$ cat config.mk
export PLATFORM = sky130hd
export DESIGN_NAME = cpu_wait_gen
export DESIGN_NICKNAME = d
export VERILOG_FILES = /design/src/rtl/cpu_wait_gen_pkg.sv /design/src/rtl/cpu_wait_gen_rst_sync.sv /design/src/rtl/cpu_wait_gen_edges.sv /design/src/rtl/cpu_wait_gen_wait.sv /design/src/rtl/cpu_wait_gen_col.sv /design/src/rtl/cpu_wait_gen.sv
export SDC_FILE = /design/constraint.sdc
export NUM_CORES = 1
export LEC_CHECK = 0
export BUFFER_PORTS_ARGS = -buffer_cell sky130_fd_sc_hd__buf_2
export CAP_MARGIN = 20
export CELL_PAD_IN_SITES_DETAIL_PLACEMENT = 1
export CELL_PAD_IN_SITES_GLOBAL_PLACEMENT = 1
export CORE_AREA = 2 2 39 41
export DETAILED_ROUTE_END_ITERATION = 10
export DIE_AREA = 0 0 41 43
export MAX_ROUTING_LAYER = met4
export PLACE_DENSITY_LB_ADDON = 0.3
export SKIP_LAST_GASP = 1
export SLEW_MARGIN = 10
export SYNTH_ARGS = -nofsm -noshare
export SYNTH_HDL_FRONTEND = slang
export SYNTH_SLANG_ARGS = --single-unit
$ cat constraint.sdc
create_clock -name clk -period 0.8 [get_ports clk]
set_input_delay 0.04 -clock clk [delete_from_list [all_inputs] [get_ports clk]]
set_output_delay 0.04 -clock clk [all_outputs]
set_load 0.02 [all_outputs]
$ cat src/rtl/cpu_wait_gen_pkg.sv
package cpu_wait_gen_pkg;

  // Meaning of the schedule phase level.
  typedef enum logic {
    SLOT_VIDEO = 1'b0,
    SLOT_CPU   = 1'b1
  } slot_e;

  // Number of flops in the reset release chain.
  localparam int unsigned RST_STAGES = 2;

endpackage

$ cat src/rtl/cpu_wait_gen_rst_sync.sv
module cpu_wait_gen_rst_sync #(
  parameter int unsigned STAGES = 2
) (
  input  logic clk,
  input  logic rst_n,
  output logic rst_sync_n
);

  localparam int unsigned LAST = STAGES - 1;

  logic [LAST:0] chain_q;
  logic [LAST:0] chain_d;

  always_comb begin
    chain_d = {chain_q[LAST:0], 1'b1};
    if (STAGES == 1) chain_d = '1;
  end

  always_ff @(posedge clk or negedge rst_n) begin
    if (!rst_n) chain_q <= '0;
    else        chain_q <= chain_d[LAST:0];
  end

  assign rst_sync_n = chain_q[LAST];

endmodule

$ cat src/rtl/cpu_wait_gen_edges.sv
module cpu_wait_gen_edges
  import cpu_wait_gen_pkg::*;
(
  input  logic clk,
  input  logic rst_n,
  input  logic slot_cpu,
  input  logic mreq_n,
  input  logic rfsh_n,
  output logic acc_start,
  output logic slot_start
);

  logic mreq_n_q, mreq_n_d;
  logic slot_q,   slot_d;

  always_comb begin
    mreq_n_d = mreq_n;
    slot_d   = slot_cpu;
  end

  // Previous-cycle copies; reset to idle values so that no edge is seen
  // on the first cycle after reset.
  always_ff @(posedge clk or negedge rst_n) begin
    if (!rst_n) begin
      mreq_n_q <= 1'b1;
      slot_q   <= SLOT_CPU;
    end else begin
      mreq_n_q <= mreq_n_d;
      slot_q   <= slot_d;
    end
  end

  assign acc_start  = mreq_n_q & ~mreq_n & rfsh_n;
  assign slot_start = (slot_q == SLOT_VIDEO) & (slot_cpu == SLOT_CPU);

endmodule

$ cat src/rtl/cpu_wait_gen_wait.sv
module cpu_wait_gen_wait (
  input  logic clk,
  input  logic rst_n,
  input  logic acc_start,
  input  logic slot_start,
  output logic wait_req
);

  logic wait_q, wait_d;

  always_comb begin
    wait_d = wait_q;
    if (slot_start)     wait_d = 1'b0;
    else if (acc_start) wait_d = 1'b1;
  end

  always_ff @(posedge clk or negedge rst_n) begin
    if (!rst_n) wait_q <= 1'b0;
    else        wait_q <= wait_d;
  end

  assign wait_req = wait_q;


  misaligned_sets_chk: assert property (@(posedge clk) disable iff (!rst_n)
    (acc_start && !slot_start) |=> wait_q);


  wait_holds_chk: assert property (@(posedge clk) disable iff (!rst_n)
    (wait_q && !slot_start) |=> wait_q);

endmodule

$ cat src/rtl/cpu_wait_gen_col.sv
module cpu_wait_gen_col
  import cpu_wait_gen_pkg::*;
(
  input  logic clk,
  input  logic rst_n,
  input  logic slot_cpu,
  input  logic mreq_n,
  input  logic rfsh_n,
  output logic col_en
);

  logic col_q, col_d;
  logic cpu_slot;

  always_comb begin
    cpu_slot = (slot_cpu == SLOT_CPU);
    col_d    = cpu_slot & ~mreq_n & rfsh_n;
  end

  always_ff @(posedge clk or negedge rst_n) begin
    if (!rst_n) col_q <= 1'b0;
    else        col_q <= col_d;
  end

  assign col_en = col_q;


  video_closed_chk: assert property (@(posedge clk) disable iff (!rst_n)
    (slot_cpu == SLOT_VIDEO) |=> !col_q);


  no_request_closed_chk: assert property (@(posedge clk) disable iff (!rst_n)
    (mreq_n || !rfsh_n) |=> !col_q);

endmodule

$ cat src/rtl/cpu_wait_gen.sv
module cpu_wait_gen
  import cpu_wait_gen_pkg::*;
(
  input  logic clk,
  input  logic rst_n,
  input  logic slot_cpu_i,
  input  logic mreq_n_i,
  input  logic rfsh_n_i,
  output logic wait_n_o,
  output logic col_en_o
);

  logic rst_sync_n;
  logic acc_start;
  logic slot_start;
  logic wait_req;
  logic col_en;

  cpu_wait_gen_rst_sync #(.STAGES(RST_STAGES)) u_rst (
    .clk        (clk),
    .rst_n      (rst_n),
    .rst_sync_n (rst_sync_n)
  );

  cpu_wait_gen_edges u_edges (
    .clk        (clk),
    .rst_n      (rst_sync_n),
    .slot_cpu   (slot_cpu_i),
    .mreq_n     (mreq_n_i),
    .rfsh_n     (rfsh_n_i),
    .acc_start  (acc_start),
    .slot_start (slot_start)
  );

  cpu_wait_gen_wait u_wait (
    .clk        (clk),
    .rst_n      (rst_sync_n),
    .acc_start  (acc_start),
    .slot_start (slot_start),
    .wait_req   (wait_req)
  );

  cpu_wait_gen_col u_col (
    .clk      (clk),
    .rst_n    (rst_sync_n),
    .slot_cpu (slot_cpu_i),
    .mreq_n   (mreq_n_i),
    .rfsh_n   (rfsh_n_i),
    .col_en   (col_en)
  );

  assign wait_n_o = ~wait_req;
  assign col_en_o = col_en;


  aligned_no_wait_chk: assert property (@(posedge clk) disable iff (!rst_sync_n)
    (acc_start && slot_start) |=> wait_n_o);


  release_on_slot_chk: assert property (@(posedge clk) disable iff (!rst_sync_n)
    slot_start |=> wait_n_o);


  refresh_no_wait_chk: assert property (@(posedge clk) disable iff (!rst_sync_n)
    (!rfsh_n_i && wait_n_o) |=> wait_n_o);


  idle_no_wait_chk: assert property (@(posedge clk) disable iff (!rst_sync_n)
    (mreq_n_i && wait_n_o) |=> wait_n_o);

endmodule

## Yosys cells after proc, flatten, opt, wreduce, memory -nomap -nowiden

Cells that the tools add are included.
Widths: inputs -> output; s select.

| cells by class | value |
|---|---|
| multiplexer cells | 2 |
| bitwise operators | 8 |
| reductions and logical operators | 1 |

Operators with widths:

| operator | number |
|---|---|
| $and 1x1->1 | 5 |
| $not 1->1 | 3 |
| $mux 1 | 2 |
| $reduce_bool 2->1 | 1 |

| word-level totals | value |
|---|---|
| flip-flop bits (word level) | 6 |
| input bits | 5 |
| output and inout port bits | 2 |
| word-level logic and storage cells | 16 |

## Logic depth before layout (Yosys ltp)

| logic depth | value |
|---|---|
| word-level depth | 5 |
| gate-level depth with buffers | 2 |
| gate-level depth less buffers | 2 |

## Modules after synthesis

From an unflattened synthesis, not the netlist that was laid out.

| second synthesis, totals | value |
|---|---|
| cells, all modules | 12 |
| area total of the unflattened synthesis | 193.9 µm² |

Modules (own cells, without submodules):

| module | instances | cells an instance | area each (µm²) | seq. area each (µm²) |
|---|---|---|---|---|
| cpu_wait_gen_edges | 1 | 4 | 67.6 | 52.6 |
| cpu_wait_gen_rst_sync | 1 | 3 | 53.8 | 50.0 |
| cpu_wait_gen_wait | 1 | 2 | 35.0 | 25.0 |
| cpu_wait_gen_col | 1 | 2 | 33.8 | 25.0 |
| cpu_wait_gen | 1 | 1 | 3.8 | 0.0 |

## Worst setup path after synthesis

No wires, ideal clock.

| timing | value |
|---|---|
| path type | reg2reg |
| start | reg u_edges.mreq_n_q |
| end | reg u_wait.wait_q (netlist: u_wait.wait_req) |
| setup time | 0.077 ns |
| data arrival time | 0.676 ns |
| setup slack | 0.047 ns |
| stages on the path, launching flop included | 3 |
| path through | dfstp_2 nand3b_1 a21oi_1 |

| on the way | value |
|---|---|
| longest elaborated chain between the ends | 3 |

Ends and longest elaborated chain:

| item | line | text |
|---|---|---|
| from (decl) | cpu_wait_gen_edges.sv:13 | `logic mreq_n_q, mreq_n_d;` |
| from (signal assigned) | cpu_wait_gen_edges.sv:28 | `mreq_n_q <= mreq_n_d;` |
| $and 1x1->1 (2 in a row) | cpu_wait_gen_edges.sv:33 | `assign acc_start = mreq_n_q & ~mreq_n & rfsh_n;` |
| $reduce_bool 2->1 (no line) | -- |  |
| to (signal assigned) | cpu_wait_gen_wait.sv:19 | `else wait_q <= wait_d;` |
| to (decl) | cpu_wait_gen_wait.sv:9 | `logic wait_q, wait_d;` |

Every way passes these cells.
A chain may end at the register's enable or synchronous reset.

## Worst setup path in the final report

| timing | value |
|---|---|
| start | reg u_wait.wait_q (netlist: u_wait.wait_req) |
| end | out wait_n_o |

| on the way | value |
|---|---|
| longest elaborated chain between the ends | 1 |

Ends and longest elaborated chain:

| item | line | text |
|---|---|---|
| $not 1->1 | cpu_wait_gen.sv:52 | `assign wait_n_o = ~wait_req;` |
| to (decl) | cpu_wait_gen.sv:9 | `output logic wait_n_o,` |

Every way passes these cells.

==> run metrics <==
status finished with violations; violated checks setup timing; EDFF count, synth 0; fin util 0.228; critical path type flip-flop to output port; number of global-route vias before repair 153; max-cap viol count 0; CP max FO 2; DRT iter0 DRCs 0; Die Area 1760 sq um; Clock Pin Slew Worst Setup and Hold Paths 0.04 ns; wire per inst 7.98 um; top cells by count, synth dfrtp_1, dfstp_2; RSZ-0062 raised after global routing true; Initial Util 0.137; worst hold path type flip-flop to async pin; final setup violation count 1; first-pass GRT wire length 572 um; Critical Path RT 0.76 ns; Seq cells post-synth 6; Worst EP arrival 0.77 ns; Cell Count, Final, Fillers Out 41; GRT Overall Usage 0.0591; Routed WL 327 um; Mapped Nets 17; via count 142; Cells after DPL 34; cells taking the most area after synthesis dfrtp_1, dfstp_2, and3b_2; layout cells sized above 1 0.600; hpwl dp 249 um; Highest Clock Rate 1230 MHz; worst setup margin -0.0149 ns; DIE WIDTH 41 um; n_diodes 0; Final period util 1.02; area share of the largest cell type after synthesis 0.530; DIE HEIGHT 43 um; multi-input logic area 36.3 sq um; hold slack 0.0600 ns; # DRC 0; VDD IR max 0.951 mV; Placement Rows 14; Area growth, synth to finish 66.9%; GRT overflow 0; Core Footprint 1380 sq um; Critical Path Source u_wait.wait_req; Cells after Synth 12; H-tree levels 1; CP Launch Type flip-flop; CTS tree done; drt pass-1 iters 1; Hold Vio Cnt, Final 0; syn_area_per_cell 15.7 sq um; num ports 7; post-synthesis instance area 189 sq um; Setup crit end kind output port; count leader, synth dfrtp_1; worst reg2reg path startpoint u_edges.mreq_n_q; synth unique cells 8; Final Max Tran Viols 0; clock root cell clkbuf_4; Num CTS Buffers 3; initial antenna violation count 0; ys async rst share 1.00; clock tree buffer depth 2; routability cong. 0.526; Final #Nets 32; design area 315 sq um; Worst Skew 0.00289 ns; FILL cells 158; P per Cell Area 2180 nW/um^2; largest area contributor in the netlist dfrtp_1; Clock Latency Late Sink 0.24 ns; ANT nets after route 0; Clock Sink Count 6; synth warn 0; Via density 3.46; Post-DP Area 239 sq um; Post-synth top flop dfrtp_1; Seq. cell area 153 sq um; Static Leak 0.147 nW; IO Port Bufs 6; Final min period 0.815 ns; post-synthesis sequential area ratio 0.808; largest net degree at the start of global routing 5
## report_power, final
part,switching (mW),internal (mW),total (mW)
logic,0.0314,0.0466,0.0780
clock network,0.103,0.169,0.272
registers,0.00885,0.326,0.335
## routing by layer
| layer | GRT usage | share of wire | up-vias |
|---|---|---|---|
| met1 | 0.0462 | 0.36 | 68 |
| li1 | - | - | 63 |
| met5 | - | 0 | - |
| met3 | 0.0785 | 0.19 | 0 |
| met2 | 0.0688 | 0.44 | 11 |
| met4 | 0.0400 | 0 | 0 |
## worst paths after layout
check | end | slack (ns) | cells after the start
max | wait_n_o | -0.01 | 2
min | u_wait.wait_req | 0.06 | 0
max reg2reg | u_wait.wait_req | 0.03 | 2
min reg2reg | u_wait.wait_req | 0.06 | 0
max in group asynchronous | u_edges.mreq_n_q | 0.50 | 0
min in group clk | u_wait.wait_req | 0.09 | 3
## registers in the layout (all words and copies together) (netlist names)
register          count
u_col.col_en          1
u_wait.wait_req       1
u_rst.chain_q         2
u_edges.slot_q        1
u_edges.mreq_n_q      1
## per-stage QoR
stage	setup TNS, ns	setup slack [ns]	power (mW)
after floorplan	0	0.0469	0.359
after global placement	0	0.0227	0.381
after detailed placement	0	0.00993	0.384
after CTS	-0.0259	-0.0259	0.701
after global routing	-0.0651	-0.0514	0.738
final	-0.0149	-0.0149	0.686
## kinds of logic after synthesis
family | count (synthesis) | synth area share
simple gates | 3 | 0.126
buf+inv | 1 | 0.0198
compound gates | 1 | 0.0265
other cells | 1 | 0.0198
flops | 6 | 0.808
## area by class of cell
type                    instances  share of cell area
multi-input cells               5               0.115
flip-flops and latches          6               0.484
well taps                      16              0.0635
clock buffers                   3              0.0714
inverters                       1              0.0119
repair buffers                 10               0.254
## worst max-delay path, cell delays in order (launching register included)
cell,delay [ns]
dfrtp_1,0.36
inv_2,0.06
buf_6,0.11
## layout by cell type (no fill, tap or decap)
| cell type | Yosys | final |
|---|---|---|
| nor2b_1 | 1 | 1 |
| dfstp_2 | 2 | 2 |
| nand3b_1 | 1 | 1 |
| dfrtp_1 | 4 | 4 |
| clkbuf_4 | 0 | 3 |
| conb_1 | 1 | 1 |
| inv_2 | 0 | 1 |
| and3b_2 | 1 | 1 |
| buf_4 | 0 | 1 |
| dlygate4sd3_1 | 0 | 3 |
| buf_2 | 0 | 4 |
| buf_6 | 0 | 2 |
| a21oi_2 | 0 | 1 |
## what timing repair did
item	4_1_cts	5_1_grt
pin swaps	0	1
setup endpoints to repair	1	3
gates cloned	0	0
hold endpoints to repair	4	0
resized for setup	3	3
buffers inserted	1	1
hold buffers	3	0
(Power assumes the default switching activity.)
